File: config.mk
export PLATFORM = sky130hd
export DESIGN_NAME = buffered_serial_tx
export DESIGN_NICKNAME = d
export VERILOG_FILES = /design/src/rtl/sertx_pkg.sv /design/src/rtl/sertx_holdbuf.sv /design/src/rtl/sertx_framer.sv /design/src/rtl/sertx_shifter.sv /design/src/rtl/buffered_serial_tx.sv
export SDC_FILE = /design/constraint.sdc
export NUM_CORES = 1
export LEC_CHECK = 0
export BUFFER_PORTS_ARGS = -buffer_cell sky130_fd_sc_hd__buf_4
export CAP_MARGIN = 10
export CORE_MARGIN = 2
export CORE_UTILIZATION = 34
export DETAILED_ROUTE_END_ITERATION = 10
export PLACE_DENSITY_LB_ADDON = 0.3
export SLEW_MARGIN = 30
export SYNTH_ARGS = -nofsm -noshare
export SYNTH_HDL_FRONTEND = slang
export SYNTH_SLANG_ARGS = --single-unit
File: constraint.sdc
create_clock -name clk -period 2.1 [get_ports clk]
set_clock_uncertainty 0.1 [all_clocks]
set_input_delay 0.105 -clock clk [delete_from_list [all_inputs] [get_ports clk]]
set_output_delay 0.105 -clock clk [all_outputs]
set_load 0.01 [all_outputs]
File: src/rtl/sertx_pkg.sv
package sertx_pkg;
  typedef struct packed {
    logic eight;
    logic two_stop;
    logic par_en;
    logic par_odd;
  } sertx_cfg_t;
endpackage

File: src/rtl/sertx_holdbuf.sv
module sertx_holdbuf #(
  parameter int DW = 8
) (
  input  logic          clk,
  input  logic          rst_n,
  input  logic          wr,
  input  logic [DW-1:0] wr_data,
  input  logic          take,
  output logic          full,
  output logic [DW-1:0] data
);
  // A write in the same cycle as a take refills the slot; take sees the old data.
  always_ff @(posedge clk) begin
    if (!rst_n) begin
      full <= 1'b0;
      data <= '0;
    end else if (wr) begin
      full <= 1'b1;
      data <= wr_data;
    end else if (take) begin
      full <= 1'b0;
    end
  end
endmodule

File: src/rtl/sertx_framer.sv
module sertx_framer
  import sertx_pkg::*;
#(
  parameter int DW = 8,
  parameter int FW = DW + 4,
  parameter int LW = 4
) (
  input  logic [DW-1:0] data,
  input  sertx_cfg_t    cfg,
  output logic [FW-1:0] frame,
  output logic [LW-1:0] len
);
  logic [DW-1:0] d;
  logic [LW-1:0] nd;
  logic [LW-1:0] ppos;
  logic          par;

  always_comb begin
    d = data;
    if (!cfg.eight) d[DW-1] = 1'b0;
    par  = (^d) ^ cfg.par_odd;
    nd   = cfg.eight ? LW'(DW) : LW'(DW - 1);
    ppos = nd + LW'(1);
    // Unused upper positions default to 1, which forms the stop bits.
    frame = '1;
    frame[0] = 1'b0;
    frame[DW:1] = d;
    if (!cfg.eight) frame[DW] = 1'b1;
    if (cfg.par_en) frame[ppos] = par;
    len = LW'(1) + nd + LW'(cfg.par_en) + (cfg.two_stop ? LW'(2) : LW'(1));
  end
endmodule

File: src/rtl/sertx_shifter.sv
module sertx_shifter #(
  parameter int FW  = 12,
  parameter int LW  = 4,
  parameter int TPB = 16,
  parameter int TW  = 4
) (
  input  logic          clk,
  input  logic          rst_n,
  input  logic          tx_en,
  input  logic          tick,
  input  logic          have_data,
  input  logic [FW-1:0] frame,
  input  logic [LW-1:0] len,
  output logic          take,
  output logic          txd,
  output logic          busy
);
  logic [FW-1:0] sh;
  logic [LW-1:0] left;
  logic [TW-1:0] tcnt;
  logic          step;
  logic          bit_end;
  logic          last;

  assign step    = busy & tx_en & tick;
  assign bit_end = step & (tcnt == TW'(TPB - 1));
  assign last    = (left == '0);
  assign take    = tx_en & have_data & (~busy | (bit_end & last));
  assign txd     = busy ? sh[0] : 1'b1;

  always_ff @(posedge clk) begin
    if (!rst_n) begin
      busy <= 1'b0;
      sh   <= '1;
      left <= '0;
      tcnt <= '0;
    end else if (take) begin
      busy <= 1'b1;
      sh   <= frame;
      left <= len - LW'(1);
      tcnt <= '0;
    end else if (bit_end) begin
      tcnt <= '0;
      if (last) begin
        busy <= 1'b0;
      end else begin
        sh   <= {1'b1, sh[FW-1:1]};
        left <= left - LW'(1);
      end
    end else if (step) begin
      tcnt <= tcnt + TW'(1);
    end
  end
endmodule

File: src/rtl/buffered_serial_tx.sv
module buffered_serial_tx
  import sertx_pkg::*;
#(
  parameter int DATA_W        = 8,
  parameter int TICKS_PER_BIT = 16
) (
  input  logic              clk,
  input  logic              rst_n,
  input  logic              tx_en,
  input  logic              baud_tick,
  input  logic              cfg_eight,
  input  logic              cfg_two_stop,
  input  logic              cfg_par_en,
  input  logic              cfg_par_odd,
  input  logic              in_valid,
  input  logic [DATA_W-1:0] in_data,
  output logic              in_ready,
  output logic              txd,
  output logic              busy
);
  localparam int FRAME_W = DATA_W + 4;
  localparam int LEN_W   = $clog2(FRAME_W + 1);
  localparam int TICK_W  = (TICKS_PER_BIT > 1) ? $clog2(TICKS_PER_BIT) : 1;

  sertx_cfg_t          cfg;
  logic                full;
  logic                take;
  logic [DATA_W-1:0]   held;
  logic [FRAME_W-1:0]  frame;
  logic [LEN_W-1:0]    len;

  assign cfg      = '{eight: cfg_eight, two_stop: cfg_two_stop,
                      par_en: cfg_par_en, par_odd: cfg_par_odd};
  assign in_ready = ~full;

  sertx_holdbuf #(.DW(DATA_W)) u_buf (
    .clk(clk), .rst_n(rst_n), .wr(in_valid), .wr_data(in_data),
    .take(take), .full(full), .data(held)
  );

  sertx_framer #(.DW(DATA_W), .FW(FRAME_W), .LW(LEN_W)) u_framer (
    .data(held), .cfg(cfg), .frame(frame), .len(len)
  );

  sertx_shifter #(.FW(FRAME_W), .LW(LEN_W), .TPB(TICKS_PER_BIT), .TW(TICK_W)) u_shift (
    .clk(clk), .rst_n(rst_n), .tx_en(tx_en), .tick(baud_tick),
    .have_data(full), .frame(frame), .len(len),
    .take(take), .txd(txd), .busy(busy)
  );
endmodule

Word-level counts from Yosys, hierarchy flattened. Cells that the tools add are included. Widths: inputs -> output; s select.

Output and inout bits: 3. Input port bits: 17. Logic and storage cells: 56. Register bits: 30.

Equal/unequal tests: 2. Reductions and logical operators: 9. Bitwise logic cells: 11. Mux-type cells: 20. $lt $le $gt $ge: 2. Add/subtract/negate cells: 6.

Operators with widths (count): $mux 12 (4); $mux 4 (4); $bwmux 12 (1); $mux 1 (9); $add 4x1->4 const B (2); $reduce_xor 8->1 (1); $sub 4x1->4 const B (2); $and 1x1->1 (6); $reduce_bool 2->1 (3); $lt 4x5->1 const B (1); $add 4x1->4 (1); $add 4x4->4 (1); $demux 1 s4 (1); $eq 4x4->1 const B (1); $ge 4x1->1 const B (1); $logic_not 4->1 (1); $reduce_and 2->1 (2); $not 1->1 (3); $reduce_or 3->1 (1); $mux 2 (1); $ne 2x2->1 const B (1); $logic_and 1x1->1 (1); $or 1x1->1 (1); $xor 1x1->1 (1).

Logic depth before layout (Yosys ltp).
Word-level depth: 9. Mapped depth: 9. Depth with buffers taken out: 9.

Modules after synthesis. A second synthesis with hierarchy kept.

Cells, all modules: 176. Area total of the unflattened synthesis: 1594.0 um2.

By module, submodules not included: sertx_shifter (area an instance 1032.2 um2, cells an instance 117, instances 1); sertx_holdbuf (area an instance 335.3 um2, cells an instance 28, instances 1); sertx_framer (area an instance 222.7 um2, cells an instance 30, instances 1); buffered_serial_tx (area an instance 3.8 um2, cells an instance 1, instances 1).

Worst setup path after synthesis. Ideal clock, no wire load.

Path kind: flip-flop to flip-flop. Start point: reg u_shift.left[0]. End point: reg u_shift.sh[8]. Data required time: 1866 ps. Buffers on the path: 0. Slack: 234 ps. Setup time: 134 ps. Data arrival time: 1632 ps. Clock period less this slack: 1866 ps. Stages on the path, launching flop included: 8. Cells stage by stage: dfxtp_1 > inv_1 > ha_1 > or3b_4 > o31ai_4 > and2_4 > and4_2 > o211ai_1.

Word-level cells in the longest chain between the ends: 6. Elaborated cells on any way between the ends: 8.

RTL lines: start, declared (RTL line sertx_shifter.sv:19) `logic [LW-1:0] left;`; start signal, assigned (RTL line sertx_shifter.sv:40) `left <= len - LW'(1);`; start signal, assigned (RTL line sertx_shifter.sv:48) `left <= left - LW'(1);`; $logic_not 4->1 (*) (RTL line sertx_shifter.sv:27) `assign last = (left == '0);`; $and 1x1->1 (RTL line sertx_shifter.sv:28) `assign take = tx_en & have_data & (~busy | (bit_end & last));`; $or 1x1->1 (RTL line sertx_shifter.sv:28); $and 1x1->1 (RTL line sertx_shifter.sv:28); $ne 2x2->1 (no source line) or $reduce_bool 2->1 (tied branches); $reduce_and 2->1 (no source line); end signal, assigned (RTL line sertx_shifter.sv:39) `sh <= frame;`; end signal, assigned (RTL line sertx_shifter.sv:47) `sh <= {1'b1, sh[FW-1:1]};`; end, declared (RTL line sertx_shifter.sv:18) `logic [FW-1:0] sh;`.

Every way passes the cells marked *; elsewhere a longest branch is shown, timed or not. A chain may end at the register's enable or synchronous reset.

Final worst setup path.
Start point: reg u_shift.left[0]. End point: reg u_shift.sh[6].

Same word-level chain as after synthesis.

==> run_results.csv <==
group,metric,value,unit
synth,netlist_area,1510,sq um
critical_path,rrSetupSlack,0.10,ns
floorplan,dieArea,5000,sq um
routing,vias,1166,
critical_path,worstPathMaxFanout,8,
routing,drt_wl_total,2890,um
routing,ant_nets,0,
status,outcome,"finished clean",
synth,synth-simple-area-share,0.212,
placement,post-dp-hpwl,2160,um
clocking,cts_buffers,3,
critical_path,cp-end-kind,"register",
power,power.density,655,nW/um^2
critical_path,crit_path_frequent_cell,"nand2_1",
cells_and_area,post-route-util,0.428,
synth,ys_types,44,
routing,via_per_inst,4.96,
critical_path,r2r_start,"u_shift.left[0]",
cells_and_area,fin_nets,208,
synth,synth-edff-count,0,
critical_path,path_class,"register to register",
synth,ys_warn_count,0,
power,p_leak,0.790,nW
placement,io_buffers,19,
synth,netlist_instances,155,
clocking,cts_max_level,1,
synth,syn_area_per_cell,9.77,sq um
synth,postSynth.asyncResetShare,0,
timing,rsz0062_at_grt,"false",
hold_path,hold_class,"input pin to register",
floorplan,initial_core_util,0.350,
synth,synthesis.nets,179,
floorplan,num_rows,24,
critical_path,cp_cell_sequence,"inv_1 -> ha_2 -> or3b_4 -> nor3b_4 -> buf_4 -> nand2_1 -> nand2_1 -> a221o_2",
synth,ys_top_cells_by_area,"dfxtp_1 (37%), mux2i_1 (7.3%), nand2_1 (5.2%)",
synth,synthFlopType,"dfxtp_1",
grt,antenna_found_initial,0,
critical_path,critPathArrivalTime,2.07,ns
cells_and_area,final_cells,235,
timing,setup_violations,0,
cells_and_area,postLayoutCellArea,1850,sq um
timing,tns,0,ns
critical_path,startpoint,"u_shift.left[0]",
synth,synth_largest_area_cell,"dfxtp_1",
power,vdd_ir_drop_max,0.000311,V
timing,relSlewSlack,0.741,
grt,grt_max_degree,28,
floorplan,die_h,70.7,um
floorplan,die_x,70.7,um
clocking,cts_tree,"yes",
placement,gp_congestion,0.819,
critical_path,rr_worst_depth,8,
synth,synth_compound_area_frac,0.160,
clocking,clk_pin_slew,0.10,ns
routing,dr.pass1.iters,4,
grt,grt_overflow,0,
critical_path,critPathMaxStageDelay,0.41,ns
synth,synth-xor-area-share,0.0727,
timing,fin_crit_sh,0.951,
clocking,clock_latency,0.27,ns
synth,synth_top_family_by_area,"simple AND/OR/NAND/NOR gates",
clocking,clk_path_buf_depth,2,
synth,netlist_top_cells_count,"dfxtp_1 (28), nand2_1 (21), mux2i_1 (11)",
job,drv_cap,0,
grt,grtUsageTotal,0.121,
critical_path,worstSetupStartpointType,"register",
routing,wl_per_cell,12.3,um
timing,setup_slack,0.104,ns
floorplan,core_area,4320,sq um
power,fin_total_pwr,1.21,mW
cells_and_area,diodes,0,
timing,worst_pin_slew,0.388,ns
timing,worst_hold_slack,0.000530,ns
cells_and_area,area.growth.synth_to_final,22.3,%
synth,ys_ff_latch,28,
routing,post-route-drc-count,0,
synth,seq_area_frac_synth,0.370,
clocking,cts-root-buf,"clkbuf_8",
synth,post-synth-top-count-cell,"dfxtp_1",
clocking,cts_sinks,28,
timing,fin_crit,2.00,ns
placement,place_area,1690,sq um
synth,synth_adder_area_share,0.0628,
cells_and_area,drive_gt1_frac,0.235,
timing,hold_viol_final,0,
grt,grt_pass1_vias,1125,
floorplan,io_pins,20,
routing,first_iter_violations,59,
synth,synth.top_cell.area_share,0.370,
critical_path,cp.required,2.17,ns
placement,numPlacedInstances,222,
placement,pre_cts_ws,0.0954,ns
critical_path,endpoint,"u_shift.sh[6]",
timing,slew_violations,0,
critical_path,worstReg2RegEnd,"u_shift.sh[6]",
synth,muxShareOfSynthArea,0.0727,
critical_path,crit_slowest_cell,"or3b_4",
timing,clock.fmax,501,MHz
grt,grt_pass1_wl,4950,um
placed cells by master (no fill, tap or decap), drive strengths merged, types with 6 or more instances in the layout:
master,synthesis,final
dfxtp,28,28
buf,3,23
nand2,21,21
mux2i,11,11
nor2b,10,10
xnor2,8,8
dlygate4sd3,0,8
nor2,7,7
inv,6,6
a221o,6,6
ha,6,6
kinds of logic (layout without fill, tap and decap cells):
kind of cell	count (synthesis)	after routing
xor gates and xnor gates	11	11
and+or+nand+nor	56	56
adders and majority gates	7	7
AOI/OAI and AO/OA	29	29
muxes	11	11
buffers and inverters	13	41
DFF	28	28
worst min-delay path by stage:
stage / from / end / slack [ns] / cells past startpoint
3_5_place_dp: cfg_par_en / u_shift.sh[9] / 0.26 / 2
5_1_grt: in_data[1] / u_buf.data[1] / 0.01 / 3
3_3_place_gp: cfg_par_en / u_shift.sh[9] / 0.25 / 2
4_1_cts: in_data[1] / u_buf.data[1] / 0.01 / 3
2_1_floorplan: cfg_par_en / u_shift.sh[9] / 0.12 / 1
6_report: in_data[1] / u_buf.data[1] / 0.0005 / 3
worst max-delay path: cells and delay by family, from the launching register on:
family	cells	cell delay (ns)
AND/OR/NAND/NOR	4	0.73
buffers and inverters	2	0.24
flip-flops	1	0.34
adder cells (fa/ha/maj)	1	0.18
AO/OA/AOI/OAI	1	0.30
power by group:
group          internal, mW  switching (mW)
Combinational         0.115          0.0929
Clock                 0.255           0.169
Sequential            0.560          0.0218
Total                 0.930           0.283
sequential cells by signal, summed over array words and instances (netlist names):
signal / cells
u_buf.full: 1
u_shift.tcnt: 4
u_buf.data: 8
u_shift.left: 4
u_shift.sh: 10
u_shift.busy: 1
per-layer routing:
metal,share of wire,vias up,global-route usage
met5,0,-,0
met4,0.011,0,0.0377
met3,0.035,4,0.0214
met2,0.48,19,0.205
met1,0.48,550,0.159
li1,-,593,-
repair_timing:
item	CTS	global route
hold buffers	8	0
resized for setup	0	1
setup endpoints to repair	0	6
endpoints found under the hold margin	8	0
buffers inserted	0	1
area by class of cell:
cell class                      count  area, sq um
Clock buffer                        3         41.3
Clock inverter                      1         30.0
Fill cell                         442         2470
Inverter                            6         22.5
Multi-Input combinational cell    114          880
Sequential cell                    28          561
Tap cell                           52         65.1
Timing Repair Buffer               31          253
(Power assumes the default switching activity.)
